--- src/rtl/vpw_rx.sv ---
module vpw_rx #(
  parameter int CLKS_PER_US = 16,
  parameter int MIN_T       = 34,
  parameter int SHORT_MAX   = 95,
  parameter int LONG_MAX    = 164,
  parameter int SOF_MAX     = 239,
  parameter int IDLE_T      = 240
) (
  input  logic       clk,
  input  logic       rst_n,
  input  logic       fast_mode,
  input  logic       bus_in,
  output logic       sym_valid,
  output logic [1:0] sym_code,
  output logic       byte_valid,
  output logic [7:0] byte_data,
  output logic       noise,
  output logic       bus_idle,
  output logic       wake
);
  localparam int FAST_DIV = (CLKS_PER_US / 4 > 0) ? CLKS_PER_US / 4 : 1;
  localparam int DIV_W    = $clog2(CLKS_PER_US + 1);
  localparam int CNT_W    = $clog2(IDLE_T + 2);
  localparam int EOD_T    = LONG_MAX + 1;
  localparam logic [CNT_W-1:0] CNT_MAX = '1;

  logic [DIV_W-1:0] pre;
  logic [DIV_W-1:0] pre_max;
  logic             tick;
  logic [1:0]       sync;
  logic             raw;
  logic [2:0]       fc;
  logic             filt;
  logic             rise, fall, edge_t;
  logic [CNT_W-1:0] cnt;
  logic             in_frame;
  logic [2:0]       bitcnt;
  logic [6:0]       shreg;

  assign pre_max = fast_mode ? DIV_W'(FAST_DIV - 1) : DIV_W'(CLKS_PER_US - 1);
  assign tick    = (pre >= pre_max);
  assign raw     = sync[1];

  always_ff @(posedge clk or negedge rst_n)
    if (!rst_n) pre <= '0;
    else        pre <= tick ? '0 : pre + 1'b1;

  always_ff @(posedge clk or negedge rst_n)
    if (!rst_n) sync <= '0;
    else        sync <= {sync[0], bus_in};

  assign rise   = tick &&  raw && (fc == 3'd6) && !filt;
  assign fall   = tick && !raw && (fc == 3'd1) &&  filt;
  assign edge_t = rise || fall;

  always_ff @(posedge clk or negedge rst_n)
    if (!rst_n) begin
      fc   <= '0;
      filt <= 1'b0;
    end else if (tick) begin
      if (raw && fc != 3'd7)       fc <= fc + 3'd1;
      else if (!raw && fc != 3'd0) fc <= fc - 3'd1;
      if (rise) filt <= 1'b1;
      if (fall) filt <= 1'b0;
    end

  always_ff @(posedge clk or negedge rst_n)
    if (!rst_n)                      cnt <= '0;
    else if (edge_t)                 cnt <= CNT_W'(1);
    else if (tick && cnt != CNT_MAX) cnt <= cnt + 1'b1;

  logic w_short, w_long, w_sof, w_tiny;
  assign w_tiny  = cnt < CNT_W'(MIN_T);
  assign w_short = !w_tiny && cnt <= CNT_W'(SHORT_MAX);
  assign w_long  = cnt > CNT_W'(SHORT_MAX) && cnt <= CNT_W'(LONG_MAX);
  assign w_sof   = cnt > CNT_W'(LONG_MAX) && cnt <= CNT_W'(SOF_MAX);

  logic is_data, data_bit, is_sof, is_noise, is_eod, hit_idle;
  assign is_data  = in_frame && ((fall || rise) && (w_short || w_long));
  assign data_bit = fall ? w_short : w_long;
  assign is_sof   = fall && w_sof;
  assign is_noise = (fall && !(w_short || w_long || w_sof)) || (rise && w_tiny);
  assign is_eod   = in_frame && tick && !filt && !edge_t && cnt == CNT_W'(EOD_T - 1);
  assign hit_idle = tick && !filt && !edge_t && cnt == CNT_W'(IDLE_T - 1);

  always_ff @(posedge clk or negedge rst_n)
    if (!rst_n) begin
      sym_valid  <= 1'b0;
      sym_code   <= '0;
      byte_valid <= 1'b0;
      byte_data  <= '0;
      noise      <= 1'b0;
      bus_idle   <= 1'b0;
      wake       <= 1'b0;
      in_frame   <= 1'b0;
      bitcnt     <= '0;
      shreg      <= '0;
    end else begin
      sym_valid  <= is_data || is_sof || is_eod;
      byte_valid <= 1'b0;
      noise      <= is_noise;
      wake       <= rise && bus_idle;
      if (rise)          bus_idle <= 1'b0;
      else if (hit_idle) bus_idle <= 1'b1;
      if (is_sof) begin
        sym_code <= 2'd2;
        in_frame <= 1'b1;
        bitcnt   <= '0;
      end else if (is_eod) begin
        sym_code <= 2'd3;
        in_frame <= 1'b0;
        bitcnt   <= '0;
      end else if (is_noise) begin
        in_frame <= 1'b0;
        bitcnt   <= '0;
      end else if (is_data) begin
        sym_code <= {1'b0, data_bit};
        bitcnt   <= bitcnt + 3'd1;
        shreg    <= {shreg[5:0], data_bit};
        if (bitcnt == 3'd7) begin
          byte_valid <= 1'b1;
          byte_data  <= {shreg, data_bit};
        end
      end
    end

  p_filt_on_tick_r1: assert property (@(posedge clk) disable iff (!rst_n)
    !tick |=> $stable(filt));
  p_eod_passive_r4: assert property (@(posedge clk) disable iff (!rst_n)
    (sym_valid && sym_code == 2'd3) |-> !filt);
  p_byte_with_bit_r5: assert property (@(posedge clk) disable iff (!rst_n)
    byte_valid |-> (sym_valid && !sym_code[1]));
  p_noise_no_sym_r7: assert property (@(posedge clk) disable iff (!rst_n)
    noise |-> !sym_valid);
  p_idle_passive_r8: assert property (@(posedge clk) disable iff (!rst_n)
    bus_idle |-> !filt);
  p_wake_active_r9: assert property (@(posedge clk) disable iff (!rst_n)
    wake |-> (filt && !bus_idle));
endmodule

--- config.mk ---
export PLATFORM = sky130hd
export DESIGN_NAME = vpw_rx
export DESIGN_NICKNAME = d
export VERILOG_FILES = /design/src/rtl/vpw_rx.sv
export SDC_FILE = /design/constraint.sdc
export NUM_CORES = 1
export LEC_CHECK = 0
export BUFFER_PORTS_ARGS = -buffer_cell sky130_fd_sc_hd__buf_2
export CAP_MARGIN = 0
export CORE_MARGIN = 4
export CORE_UTILIZATION = 63
export CTS_BUF_LIST = sky130_fd_sc_hd__clkbuf_16
export DETAILED_ROUTE_END_ITERATION = 7
export GPL_ROUTABILITY_DRIVEN = 0
export PLACE_DENSITY = 0.83
export SYNTH_ARGS = -nofsm -noshare
export SYNTH_HDL_FRONTEND = slang
export SYNTH_SLANG_ARGS = --single-unit
export TNS_END_PERCENT = 50
--- constraint.sdc ---
create_clock -name clk -period 4.9 [get_ports clk]
set_input_delay 0.98 -clock clk [delete_from_list [all_inputs] [get_ports clk]]
set_output_delay 0.98 -clock clk [all_outputs]
set_load 0.01 [all_outputs]
==> Word level (Yosys, flattened, before mapping) <==
Cells that the tools add are included.
{ "word_totals": {"reg_bits": 45, "in_bits": 4, "word_cells": 114} }
{ "classes": {"add_sub_neg": 5, "n_lt_le_gt_ge": 7, "eq_ne": 8, "muxes": 27, "bitwise": 3, "n_reduce_logical": 49} }
{ "ops": {"columns": ["cell", "n"], "rows": [
  ["1-bit logical AND", 25],
  ["3-bit two-way mux", 6],
  ["8-bit == test, second input constant", 2],
  ["8-bit less-or-equal comparator, second input constant", 2],
  ["8-bit two-way mux", 2],
  ["1-bit two-way mux", 13],
  ["3-bit nonzero test", 3],
  ["8-bit by 1-bit adder with 8-bit output, second input constant", 1],
  ["8-bit by 7-bit greater-than comparator with 1-bit output, second input constant", 1],
  ["8-bit greater-than comparator, second input constant", 1],
  ["8-bit by 7-bit less-or-equal comparator with 1-bit output, second input constant", 1],
  ["8-bit by 6-bit < comparator with 1-bit output, second input constant", 1],
  ["2-bit two-way mux", 4],
  ["8-bit inequality test, second input constant", 1],
  ["2-bit nonzero test", 4],
  ["3-bit by 1-bit adder with 3-bit output, second input constant", 2],
  ["3-bit == test, second input constant", 2],
  ["1-bit logical OR", 6],
  ["2-bit AND reduction", 3],
  ["5-bit by 1-bit adder with 5-bit output, second input constant", 1],
  ["5-bit by 4-bit greater-or-equal comparator with 1-bit output", 1],
  ["1-bit zero test", 5],
  ["5-bit two-way mux", 1],
  ["5-bit AND reduction", 1],
  ["8 further kinds", 10]
]} }

==> Longest topological paths before layout <==
{ "logic_depth": {"depth_word": 12, "depth_mapped": 9, "ltp_nobuf": 8} }

==> Worst setup path before layout <==
No wires, ideal clock.
{ "synth_timing": {"kind": "in2reg", "start": "input port fast_mode", "end": "register shreg[0]", "arrival_ns": 2.446, "required_time_ns": 4.775, "setup_slack_ns": 2.329, "cell_stages": 8, "n_path_buf": 2, "path_cell_list": "ha_1 -> o21ai_0 -> o21a_1 -> buf_6 -> nor2_4 -> and3_4 -> buf_6 -> mux2_4"} }
{ "synth_via": {"elab_chain_len": 11, "elab_cells_between_ends": 25, "cone_classes": "order compare: 1; mux: 2; bitwise: 3; reduce/logical: 19"} }
{ "synth_rtl": {"columns": ["item", "line", "source"], "rows": [
  ["from (decl)", "11", "input logic fast_mode,"],
  ["4-bit two-way mux *", "40", "assign pre_max = fast_mode ? DIV_W'(FAST_DIV - 1) : DIV_W'(CLKS_PER_US - 1);"],
  ["5-bit by 4-bit greater-or-equal comparator with 1-bit output *", "41", "assign tick = (pre >= pre_max);"],
  ["1-bit logical AND, on equally long branches (3 in series)", "53, 52", null],
  ["1-bit logical OR", "54, 79", null],
  ["1-bit zero test", "83", "assign is_eod = in_frame && tick && !filt && !edge_t && cnt == CNT_W'(EOD_T - 1);"],
  ["1-bit logical AND (2 in series)", "83", null],
  ["1-bit NOT (no source line)", null, null],
  ["4-bit AND reduction (no source line)", null, null],
  ["to (signal assigned)", "119", "shreg <= {shreg[5:0], data_bit};"],
  ["to (decl)", "38", "logic [6:0] shreg;"]
]} }
Mark *: on every way between the ends. The rest lies on a longest branch, timed or not.
A chain may end at the register's enable or synchronous reset.

==> Worst setup path after layout <==
{ "layout_timing": {"start": "input port fast_mode", "end": "register bitcnt[0]"} }
{ "layout_via": {"elab_chain_len": 11, "elab_cells_between_ends": 24, "cone_classes": "order compare: 1; mux: 4; reduce/logical: 19"} }
{ "layout_rtl": {"columns": ["item", "line", "source"], "rows": [
  ["4-bit two-way mux *", "40", null],
  ["5-bit by 4-bit greater-or-equal comparator with 1-bit output *", "41", null],
  ["1-bit logical AND, on equally long branches (3 in series)", "53, 52", null],
  ["1-bit logical OR", "54, 79", null],
  ["1-bit zero test", "83", null],
  ["1-bit logical AND (2 in series)", "83", null],
  ["3-bit two-way mux", "109", "end else if (is_eod) begin"],
  ["3-bit two-way mux", "105", "if (is_sof) begin"],
  ["to (signal assigned)", "118", "bitcnt <= bitcnt + 3'd1;"],
  ["to (decl)", "37", "logic [2:0] bitcnt;"]
]} }
Marked as above.

==> qor.txt <==
outcome: finished clean
first-pass GRT wire length: 6368 um
Reg2Reg Setup Slack: 2.48 ns
Max-Cap Viols: 0
Distinct cells, synth: 41
Post-Synthesis Cell Area: 2233 um2
PwrDens: 445.6 nW/um2
commonest non-fill, non-tap cells in the layout: 45 x dfrtp_1, 30 x nand2_1, 21 x nor2_1, 18 x buf_2
Design Power: 1.106 mW
initial drt markers: 81
clock-pin slew on the worst setup and hold paths: 0.06 ns
hold crit path type: register to register
final hold vios: 0
DIE AREA: 4562 um2
Yosys top cell by area: dfrtp_1
Slew HR: 0.3711
arrival time worst endpoint: 2.95 ns
gr ovfl total: 0
Die X: 67.54 um
post_cts resized: 0
final setup violation count: 0
Worst Setup Start Kind: input pin
clock sinks: 45
post-synthesis sequential area ratio: 0.5042
#FFs+latches synth: 45
Max Buffers Root-to-Sink: 2
Worst Tran Pin Value: 0.9434 ns
period utilisation layout: 0.5671
Max Clock Skew: 0.003844 ns
sequential share of power: 0.448
highest clock rate: 0.3598 GHz
postcts setup bufs: 0
Yosys Warn Count: 0
Final nets: 245
NetSw: 0.3777 mW
Pins Over Slew Limit: 0
cell internal pwr: 0.7279 mW
DRC: 0
Sw Share: 0.3416
Area Growth Syn to Fin: 11.09%
drt via density: 5.554
VDD IR max: 0.0003430 V
Synth Flop Type: dfrtp_1
fraction of layout cells with a size suffix above 1: 0.2043
drt total wl: 3587 um
clock power share: 0.301
CP required: 5.07 ns
largest net degree at the start of global routing: 46
Num CTS Buffers: 5
top cell type's share of synthesized area: 0.5042
Mapped Avg Cell Area: 10.58 um2
unrepaired setup endpoints after global routing: no
fillers: 245
Setup TNS: 0 ns
Synth area leaders: dfrtp_1 50%, ha_1 6.7%, nand2_1 5.0%
Critical Path End Type: register
commonest non-fill, non-tap cell in the layout: dfrtp_1
Setup CP Type: input pin to register
combinational share of power: 0.251
Leakage Power: 1.251 nW
Antenna diodes: 0
std cell rows: 21
post-DR wirelength/cell: 13.00 um
vias post-DR: 1,533
Final HPWL DP: 2548 um
post-layout min period: 2.779 ns
I/O pin cnt: 19
total core area: 3390 um2
Die Span Y: 67.54 um
worst-path fanout max: 11
htree depth: 2
CTS tree: done
Syn Inst Count: 211
# hold bufs at CTS: 0
root buffer cell: clkbuf_16
router iterations before antenna repair: 4
Tot GR Track Use: 0.1919
initial antenna violation count: 0
antenna-violating nets left: 0
Syn Nets: 227
EDFF count, synth: 0
Starting Density: 0.6589
ys async rst share: 1.000
vias in the first global route: 1,450
Clk Latency, worst-skew pair: 0.29 ns
port bufs: 18
sequential cells by signal, summed over array words and instances, names as in the netlist:
register / count
filt: 1
in_frame: 1
sym_valid: 1
noise: 1
byte_data: 8
byte_valid: 1
cnt: 8
shreg: 7
bitcnt: 3
sync: 2
pre: 5
bus_idle: 1
sym_code: 2
wake: 1
fc: 3
power groups by stage:
stage          sequential [mW]  clock [mW]  combinational [mW]
6_report                 0.495       0.333               0.277
4_1_cts                  0.494       0.338               0.281
5_1_grt                  0.506       0.357               0.325
2_1_floorplan            0.485           0               0.242
3_3_place_gp             0.500           0               0.269
3_5_place_dp             0.501           0               0.278
layout make-up:
cell class                      count  area [um2]  share of cell area
Clock buffer                        5       125.1             0.05043
Sequential cell                    45        1126              0.4539
Clock inverter                      3       25.02             0.01009
Tap cell                           46       57.56             0.02320
Multi-Input combinational cell    151        1027              0.4140
Timing Repair Buffer               18       90.09             0.03631
Inverter                            8       30.03             0.01210
cell usage after synthesis (2+ instances only):
cell type,count
mux2_2,9
nand4_1,2
o21ai_0,12
nand3_1,11
buf_2,4
nand2b_1,2
ha_1,12
o21a_1,3
xnor2_1,7
nand2_1,30
dfrtp_1,45
inv_1,8
and2_1,2
nor3_1,5
xor2_1,3
nor2_1,21
nor2_4,2
buf_6,2
a21oi_1,6
a22o_2,2
a31oi_1,3
per-stage QoR:
step / util / std cells / area (um2) / hold WS [ns] / setup slack (ns)
2_1_floorplan: - / 211 / 2233 / 0.3312 / 2.329
6_report: 0.7320 / 276 / 2481 / 0.3588 / 2.121
3_3_place_gp: 0.6877 / 268 / 2331 / 0.3343 / 1.854
3_5_place_dp: 0.6877 / 268 / 2331 / 0.3504 / 1.786
4_1_cts: 0.7320 / 276 / 2481 / 0.3643 / 2.096
5_1_grt: 0.7320 / 276 / 2481 / 0.3762 / 1.908
critical path: stages:
cell      delay, ns
buf_2          0.11
ha_1           0.27
o21ai_0        0.11
o21a_1         0.33
nor2_4         0.28
nand3_1        0.32
o2111a_1       0.29
mux2_2         0.26
routing by layer:
| metal | part of all wire | global-route usage |
|---|---|---|
| met2 | 0.46 | 0.2880 |
| met1 | 0.47 | 0.2470 |
| met3 | 0.053 | 0.06988 |
| met5 | 0 | 0 |
| met4 | 0.017 | 0.08861 |
path summary, 6_finish.rpt:
| path | start | to | depth (start not counted) |
|---|---|---|---|
| min reg2reg | sync[0] | sync[1] | 0 |
| max in group asynchronous | rst_n | byte_data[1] | 1 |
| max | fast_mode | bitcnt[0] | 8 |
| min in group asynchronous | rst_n | cnt[5] | 1 |
| max reg2reg | pre[2] | bitcnt[0] | 7 |
| min | sync[0] | sync[1] | 0 |
cell families (layout without fill, tap and decap cells):
kind of cell	after synthesis	in the layout	share of synthesized area
mux	11	11	0.05658
fa+ha+maj	12	12	0.06723
simple gates	84	84	0.1972
buf+inv	15	34	0.03586
xor+xnor	10	10	0.03922
compound gates	34	34	0.09972
flops	45	45	0.5042
Note: power is estimated with default switching activity, not from simulation.
